## src/rtl/burst_cyc_pkg.sv

```systemverilog
package burst_cyc_pkg;
  typedef enum logic [2:0] {
    CYC_DESEL   = 3'd0,
    CYC_BEG_RD  = 3'd1,
    CYC_BEG_WR  = 3'd2,
    CYC_CONT_RD = 3'd3,
    CYC_CONT_WR = 3'd4,
    CYC_SUSP_RD = 3'd5,
    CYC_SUSP_WR = 3'd6
  } cyc_e;
endpackage

```

## src/rtl/burst_ce_track.sv

```systemverilog
module burst_ce_track (
  input  logic clk_i,
  input  logic rst_ni,
  input  logic accept_i,
  input  logic en_now_i,
  output logic en_q_o
);
  always_ff @(posedge clk_i or negedge rst_ni) begin
    if (!rst_ni)       en_q_o <= 1'b0;
    else if (accept_i) en_q_o <= en_now_i;
  end
endmodule

```

## src/rtl/burst_wr_decode.sv

```systemverilog
module burst_wr_decode #(
  parameter int NB = 4
) (
  input  logic          gwr_n_i,
  input  logic          bwr_n_i,
  input  logic [NB-1:0] bsel_n_i,
  output logic [NB-1:0] lanes_o,
  output logic          any_o
);
  for (genvar g = 0; g < NB; g++) begin : g_lane
    assign lanes_o[g] = !gwr_n_i || (!bwr_n_i && !bsel_n_i[g]);
  end
  assign any_o = |lanes_o;
endmodule

```

## src/rtl/burst_cyc_decode.sv

```systemverilog
module burst_cyc_decode
  import burst_cyc_pkg::*;
(
  input  logic ce1_n_i,
  input  logic ce2_i,
  input  logic ce3_n_i,
  input  logic proc_as_n_i,
  input  logic ctrl_as_n_i,
  input  logic adv_n_i,
  input  logic wr_any_i,
  input  logic en_q_i,
  output logic accept_o,
  output logic en_now_o,
  output cyc_e cyc_o
);
  logic proc_hit;

  always_comb begin
    en_now_o = !ce1_n_i && ce2_i && !ce3_n_i;
    // ce1 high masks the processor strobe
    proc_hit = !proc_as_n_i && !ce1_n_i;
    accept_o = proc_hit || !ctrl_as_n_i;
    cyc_o    = CYC_DESEL;
    if (proc_hit) begin
      if (en_now_o) cyc_o = CYC_BEG_RD;
    end else if (!ctrl_as_n_i) begin
      if (en_now_o) cyc_o = wr_any_i ? CYC_BEG_WR : CYC_BEG_RD;
    end else if (en_q_i) begin
      if (!adv_n_i) cyc_o = wr_any_i ? CYC_CONT_WR : CYC_CONT_RD;
      else          cyc_o = wr_any_i ? CYC_SUSP_WR : CYC_SUSP_RD;
    end
  end
endmodule

```

## src/rtl/burst_cyc_ctrl.sv

```systemverilog
module burst_cyc_ctrl
  import burst_cyc_pkg::*;
#(
  parameter int NB = 4
) (
  input  logic          clk_i,
  input  logic          rst_ni,
  input  logic          ce1_n_i,
  input  logic          ce2_i,
  input  logic          ce3_n_i,
  input  logic          proc_as_n_i,
  input  logic          ctrl_as_n_i,
  input  logic          adv_n_i,
  input  logic          gwr_n_i,
  input  logic          bwr_n_i,
  input  logic [NB-1:0] bsel_n_i,
  output logic          load_o,
  output logic          adv_o,
  output logic [NB-1:0] wr_strb_o,
  output logic          rd_valid_o,
  output logic          desel_o,
  output logic [2:0]    cyc_o
);
  logic [NB-1:0] lanes;
  logic          wr_any, accept, en_now, en_q;
  cyc_e          cyc_d, cyc_q;
  logic          load_d, adv_d, rd_d, wr_d;
  logic [NB-1:0] strb_q;
  logic          load_q, adv_q, rd_q, desel_q;

  burst_wr_decode #(.NB(NB)) u_wr (
    .gwr_n_i (gwr_n_i),
    .bwr_n_i (bwr_n_i),
    .bsel_n_i(bsel_n_i),
    .lanes_o (lanes),
    .any_o   (wr_any)
  );

  burst_cyc_decode u_dec (
    .ce1_n_i    (ce1_n_i),
    .ce2_i      (ce2_i),
    .ce3_n_i    (ce3_n_i),
    .proc_as_n_i(proc_as_n_i),
    .ctrl_as_n_i(ctrl_as_n_i),
    .adv_n_i    (adv_n_i),
    .wr_any_i   (wr_any),
    .en_q_i     (en_q),
    .accept_o   (accept),
    .en_now_o   (en_now),
    .cyc_o      (cyc_d)
  );

  burst_ce_track u_ce (
    .clk_i   (clk_i),
    .rst_ni  (rst_ni),
    .accept_i(accept),
    .en_now_i(en_now),
    .en_q_o  (en_q)
  );

  always_comb begin
    load_d = 1'b0;
    adv_d  = 1'b0;
    rd_d   = 1'b0;
    wr_d   = 1'b0;
    unique case (cyc_d)
      CYC_BEG_RD:  begin load_d = 1'b1; rd_d = 1'b1; end
      CYC_BEG_WR:  begin load_d = 1'b1; wr_d = 1'b1; end
      CYC_CONT_RD: begin adv_d  = 1'b1; rd_d = 1'b1; end
      CYC_CONT_WR: begin adv_d  = 1'b1; wr_d = 1'b1; end
      CYC_SUSP_RD: rd_d = 1'b1;
      CYC_SUSP_WR: wr_d = 1'b1;
      default: ;
    endcase
  end

  always_ff @(posedge clk_i or negedge rst_ni) begin
    if (!rst_ni) begin
      cyc_q   <= CYC_DESEL;
      strb_q  <= '0;
      load_q  <= 1'b0;
      adv_q   <= 1'b0;
      rd_q    <= 1'b0;
      desel_q <= 1'b1;
    end else begin
      cyc_q   <= cyc_d;
      strb_q  <= wr_d ? lanes : '0;
      load_q  <= load_d;
      adv_q   <= adv_d;
      rd_q    <= rd_d;
      desel_q <= (cyc_d == CYC_DESEL);
    end
  end

  assign cyc_o      = cyc_q;
  assign wr_strb_o  = strb_q;
  assign load_o     = load_q;
  assign adv_o      = adv_q;
  assign rd_valid_o = rd_q;
  assign desel_o    = desel_q;
endmodule

```

## config.mk

```make
export PLATFORM = sky130hd
export DESIGN_NAME = burst_cyc_ctrl
export DESIGN_NICKNAME = d
export VERILOG_FILES = /design/src/rtl/burst_cyc_pkg.sv /design/src/rtl/burst_ce_track.sv /design/src/rtl/burst_wr_decode.sv /design/src/rtl/burst_cyc_decode.sv /design/src/rtl/burst_cyc_ctrl.sv
export SDC_FILE = /design/constraint.sdc
export NUM_CORES = 1
export LEC_CHECK = 0
export BUFFER_PORTS_ARGS = -buffer_cell sky130_fd_sc_hd__buf_4
export CAP_MARGIN = 20
export CORE_AREA = 2 2 39 41
export CTS_CLUSTER_DIAMETER = 150
export DETAILED_ROUTE_END_ITERATION = 8
export DIE_AREA = 0 0 41 43
export PLACE_DENSITY = 0.73
export SYNTH_ARGS = -nofsm -noshare
export SYNTH_HDL_FRONTEND = slang
export SYNTH_SLANG_ARGS = --single-unit
```

## constraint.sdc

```tcl
create_clock -name clk_i -period 1.4 [get_ports clk_i]
set_input_delay 0.07 -clock clk_i [delete_from_list [all_inputs] [get_ports clk_i]]
set_output_delay 0.07 -clock clk_i [all_outputs]
set_load 0.005 [all_outputs]
```

==> flow_summary.yaml, run 1 <==
run_status:
  outcome: "completed"
final_layout:
  drive_gt1_share_pct: 42.9
  fillers: 117
  area_growth_syn_to_layout_pct: 49.8
  nNetsFinal: 107
  fin_cells: 107
  diodes: 0
  fin_util_pct: 61.2
clock_tree:
  clk_latency_ns: 0.25
  cts_root_buf: "clkbuf_4"
  numCtsBuffers: 3
  clk_pin_slew_ns: 0.07
  post_cts.repair.setup_buffers: 0
  cts_resized: 0
  cts.htree.levels: 1
  clockBufferDepth: 2
  clock-sinks: 12
  tritoncts: "done"
grt:
  grt_overflow_total: 0
  grt_max_degree: 13
  antenna_found_initial: 0
  grt_pass1_wl_mm: 1.99
  grt_pass1_vias: 476
  grt.total_usage_pct: 16.5
floorplan:
  rows: 14
  die_w_um: 41
  core-area_mm2: 0.00138
  fp.dieH_um: 43
  design.die.area_mm2: 0.00176
  initial_utilization_pct: 40.9
  io_pins: 25
worst_setup_path:
  critPathKind: "input port to register"
  cp_data_arrival_time_ns: 1.45
  cp.required_ns: 1.56
  cp-start-kind: "input port"
  cp_max_fo: 3
  worst_setup_path_end_kind: "register"
detailed_routing:
  finalWirelength_mm: 1.12
  final_antenna_net_count: 0
  drt-initial-drc-count: 8
  first_pass_iters: 4
  drcViolationCount: 0
  vias: 528
  wl_per_cell_um: 10.5
  viasPerCell: 4.93
place:
  dp_hpwl_um: 936
  post-place-ws_ns: -0.136
  dp_cells: 102
  place.gp.congestion: 0.866
  place.port_buffers: 24
sta:
  fin_hold_ws_ns: 0.0966
  slew_viol_final: 0
  relSlewSlack_pct: 76.2
  fmax_mhz: 775
  fin_skew_ns: 0.00670
  finalCriticalPeriod_ns: 1.29
  worst_pin_slew_ns: 0.357
  finalHoldViolCount: 0
  finalSetupViolCount: 0
  rsz0062_at_grt: "false"
  setup_ws_ns: 0.110
  min_period_over_period_pct: 92.2
yosys:
  synthFlopType: "dfrtp_1"
  syn_nets: 71
  yosys_warnings: 0
  yosys-top-cells-count: "nor2_1 (16), dfrtp_1 (11), inv_1 (4), o21ai_0 (4), a21oi_1 (3)"
  synth_cells: 56
  yosys_register_bits: 12
  synthDistinctLibCells: 21
  synth_area_leaders: "dfrtp_1 (49%), nor2_1 (11%), dfstp_2 (4.6%)"
  ys_seq_area_share_pct: 53.3
  synth_edf_count: 0
  yosysTopAreaCell: "dfrtp_1"
  synth_top_area_share_pct: 48.7
  synthArstFlopShare_pct: 100
  syn_area_um2: 566
  synth.most_common_cell: "nor2_1"
  syn_area_per_cell_um2: 10.1
power_and_ir_drop:
  p_leak_nw: 0.450
  power_frac_seq_pct: 51.7
  p_sw_w: 0.000157
  clkPwrFrac_pct: 28.0
  swShare_pct: 22.2
  worst_ir_drop_vdd_mv: 0.305
  p_int_w: 0.000551
  cellPowerDensity_mw_per_mm2: 836
  p_comb_share_pct: 20.3
flow_run:
  drv_cap: 0
min_path:
  hold_path_class: "input port to register"
routing by layer:
layer  GRT usage (%)  wire [um]  part of all wire, %
met3            1.57         56                  5.0
met4            10.7         14                  1.2
met2            23.1        580                   52
met1            23.3        470                   42
met5               0          0                    0
layout make-up:
type | instances | area, um^2 | area share, %
clock buffers | 4 | 26.3 | 3.10
inverters | 4 | 15.0 | 1.77
multi-input cells | 40 | 249 | 29.4
flip-flops and latches | 12 | 302 | 35.6
well taps | 16 | 20.0 | 2.36
repair buffers | 31 | 235 | 27.8
power groups by stage:
stage          combinational [W]  clock (W)  sequential, W
4_1_cts                 0.000144   0.000206       0.000366
3_5_place_dp            0.000141          0       0.000373
6_report                0.000144   0.000198       0.000366
5_1_grt                 0.000160   0.000228       0.000368
3_3_place_gp            0.000138          0       0.000373
2_1_floorplan          0.0000516          0       0.000375
cells in the final DEF (no fill, tap or decap):
master         count
a21oi_1            3
a221oi_2           1
a2bb2oi_1          1
a41oi_2            1
buf_4             30
clkbuf_1           1
clkbuf_4           3
dfrtp_1           11
dfstp_2            1
dlygate4sd3_1      1
ha_1               1
inv_1              4
nand2_1            1
nand2b_1           2
nand2b_4           1
nand3b_1           2
nor2_1            16
nor3_1             1
o211ai_1           1
o21ai_0            4
o221ai_1           1
o31ai_1            1
o32a_1             1
or2_2              1
or3b_4             1
worst paths after layout:
| check | from | endpoint | slack, ns | depth (start not counted) |
|---|---|---|---|---|
| hold / removal | bsel_n_i[3] | wr_strb_o[3]$_DFF_PN0_ | 0.1 | 4 |
| min in group asynchronous | rst_ni | rd_valid_o$_DFF_PN0_ | 0.18 | 2 |
| max in group asynchronous | rst_ni | desel_o$_DFF_PN1_ | 0.99 | 2 |
| setup reg to reg | u_ce.en_q_o$_DFFE_PN0P_ | u_ce.en_q_o$_DFFE_PN0P_ | 0.30 | 3 |
| setup / recovery | bsel_n_i[3] | load_o$_DFF_PN0_ | 0.11 | 7 |
| hold reg to reg | u_ce.en_q_o$_DFFE_PN0P_ | adv_o$_DFF_PN0_ | 0.66 | 2 |
critical path: stages:
cell	delay [ns]
buf_4	0.12
a41oi_2	0.20
nand2b_4	0.16
inv_1	0.05
ha_1	0.32
a221oi_2	0.32
a2bb2oi_1	0.22
what timing repair did:
| item | in CTS | in global routing |
|---|---|---|
| hold buffers | 1 | 0 |
| setup endpoints to repair | 0 | 0 |
| hold endpoints to repair | 12 | 0 |
state kept, by name, indices dropped and copies added, names as in the netlist:
name	cells
load_o	1
cyc_o	3
adv_o	1
u_ce.en_q_o	1
rd_valid_o	1
wr_strb_o	4
desel_o	1
kinds of logic after synthesis:
group,synth area share [%]
compound gates,19.2
simple gates,22.6
flops,53.3
fa+ha+maj,2.21
buf+inv,2.65
stage by stage:
stage / total power, W / TNS [ns] / cell area, um^2
floorplan: 0.000426 / 0 / 566
global placement: 0.000511 / -0.331 / 811
detailed placement: 0.000514 / -0.763 / 811
CTS: 0.000716 / 0 / 847
global route: 0.000756 / 0 / 847
finish: 0.000708 / 0 / 847
Note: power is estimated with default switching activity, not from simulation.
==> inputs of run 2 (changes only) <==
--- a/config.mk
+++ b/config.mk
@@ -9,6 +9,7 @@
 export CAP_MARGIN = 20
 export CORE_AREA = 2 2 39 41
 export CTS_CLUSTER_DIAMETER = 150
+export CTS_CLUSTER_SIZE = 12
 export DETAILED_ROUTE_END_ITERATION = 8
 export DIE_AREA = 0 0 41 43
 export PLACE_DENSITY = 0.73
==> constraint.sdc (replaced) <==
create_clock -name clk_i -period 1.4 [get_ports clk_i]
set_input_delay 0.14 -clock clk_i [delete_from_list [all_inputs] [get_ports clk_i]]
set_output_delay 0.14 -clock clk_i [all_outputs]
set_load 0.005 [all_outputs]
==> run 2 against run 1 <==
  * Wire length is 1.5% higher
  * Combinational power is 3% higher
  * Clock power is 31% higher
  * Count of clock-buffer cells in the layout is the same
  * Sequential cell count unchanged
  * Register-to-register slack barely moved
  * Sequential share of layout area is 0.87 points lower
  * Fmax is 7.3% higher
  * Power is 9.4% higher
  * Setup slack improved by 0.088 ns
  * Die area stayed put
  * Critical path type unchanged
  * Largest cell class unchanged
  * Largest power group unchanged
==> flow_summary.yaml, run 2 (same netlist as run 1, synthesis figures left out) <==
floorplan:
  io_pins: 25
  rows: 14
  core-area_mm2: 0.00138
  initial_utilization_pct: 40.9
  die_w_um: 41
  design.die.area_mm2: 0.00176
  fp.dieH_um: 43
sta:
  fin_skew_ns: 0.00215
  rsz0062_at_grt: "false"
  fin_hold_ws_ns: 0.142
  fmax_mhz: 832
  slew_viol_final: 0
  relSlewSlack_pct: 78.2
  finalCriticalPeriod_ns: 1.20
  worst_pin_slew_ns: 0.326
  min_period_over_period_pct: 85.9
  finalHoldViolCount: 0
  finalSetupViolCount: 0
clock_tree:
  clockBufferDepth: 2
  numCtsBuffers: 3
  clk_latency_ns: 0.27
  clock-sinks: 12
  clk_pin_slew_ns: 0.07
  tritoncts: "done"
  cts_root_buf: "clkbuf_4"
  cts.htree.levels: 1
detailed_routing:
  drcViolationCount: 0
  viasPerCell: 4.78
  drt-initial-drc-count: 5
  first_pass_iters: 3
  vias: 507
  final_antenna_net_count: 0
  wl_per_cell_um: 10.7
  finalWirelength_mm: 1.14
worst_setup_path:
  critPathTopFamily: "compound AO/OA/AOI/OAI gates"
  worst-path-buf-inv: 2
  cp-start-kind: "input port"
  critPathKind: "input port to register"
  cp_max_fo: 4
  cpPeakStageDelay_ns: 0.28
  cp.required_ns: 1.55
  path_cells: "buf_4, a41oi_2, nand2b_4, inv_1, ha_4, a21oi_1, o221ai_2, nor2_1"
  cp_data_arrival_time_ns: 1.35
  worst_setup_path_end_kind: "register"
  crit_slowest_cell: "ha_4"
grt:
  antenna_found_initial: 0
  grt_pass1_wl_mm: 1.85
  grtUsageMet1_pct: 21.7
  grt_use_met3_pct: 3.14
  grt.total_usage_pct: 16.1
  grtUsageMet2_pct: 21.9
  grt_max_degree: 13
  grt_busiest_layer: "met2"
  grt_overflow_total: 0
  grt_pass1_vias: 422
final_layout:
  final_area_um2: 868
  layout_common_cells: "buf_4 (29), nor2_1 (16), dfrtp_1 (11)"
  drive_gt1_share_pct: 45.6
  mostFrequentLayoutCell: "buf_4"
  nNetsFinal: 106
  largest_reg_flops: 4
  diodes: 0
  area_growth_syn_to_layout_pct: 53.5
power_and_ir_drop:
  worst_ir_drop_vdd_mv: 0.402
  p_total_w: 0.000774
  p_leak_nw: 0.450
  cellPowerDensity_mw_per_mm2: 892
run_status:
  outcome: "completed"
flow_run:
  drv_cap: 0
place:
  dp_hpwl_um: 944
  place.gp.congestion: 0.819
  place.port_buffers: 24
  post_dp_cell_area_um2: 822
min_path:
  hold_path_class: "input port to register"
[run 2: stage by stage]
step	cells	utilization (%)	setup TNS, ns	worst slack, ns
finish	106	62.7	0	0.198
global route	106	62.7	0	0.112
CTS	106	62.7	0	0.192
detailed placement	101	59.4	-0.412	-0.0811
global placement	101	59.4	-0.221	-0.0530
floorplan	56	-	0	0.0850
[run 2: timing repair]
| action | 4_1_cts | 5_1_grt |
|---|---|---|
| setup buffers | 0 | 0 |
| gates resized for setup | 0 | 0 |
| hold buffers | 1 | 0 |
| endpoints found under the hold margin | 12 | 0 |
[run 2: final cells by class]
cell class	count	area [um^2]
clock buffers	4	36.3
fillers	127	515
inverters	4	15.0
multi-input cells	40	268
flip-flops and latches	12	302
well taps	16	20.0
repair buffers	30	228
[run 2: worst paths after layout]
| kind | from | to | slack (ns) | cells past startpoint |
|---|---|---|---|---|
| worst max-delay path | bsel_n_i[3] | wr_strb_o[2]$_DFF_PN0_ | 0.20 | 8 |
| worst min-delay path | bsel_n_i[3] | wr_strb_o[3]$_DFF_PN0_ | 0.14 | 4 |
| worst max register to register | u_ce.en_q_o$_DFFE_PN0P_ | u_ce.en_q_o$_DFFE_PN0P_ | 0.31 | 3 |
| worst min register to register | u_ce.en_q_o$_DFFE_PN0P_ | cyc_o[2]$_DFF_PN0_ | 0.68 | 2 |
| max in group asynchronous | rst_ni | desel_o$_DFF_PN1_ | 0.94 | 2 |
| min in group asynchronous | rst_ni | cyc_o[0]$_DFF_PN0_ | 0.24 | 2 |
[run 2: tightest hold or removal path, stage by stage]
cell and delay [ns]:
buf_4 0.09, nor2_1 0.03, nor2_1 0.07, nor2_1 0.04
[run 2: report_power, final]
part	internal, W	total (W)	switching (W)
logic	0.0000826	0.000148	0.0000653
clock network	0.000158	0.000260	0.000102
registers	0.000362	0.000366	0.00000409
[run 2: layer usage]
layer | vias up | share of wire [%]
met5 | - | 0
met4 | 0 | 1.4
met3 | 2 | 5.0
met2 | 13 | 49
met1 | 228 | 44
li1 | 264 | -
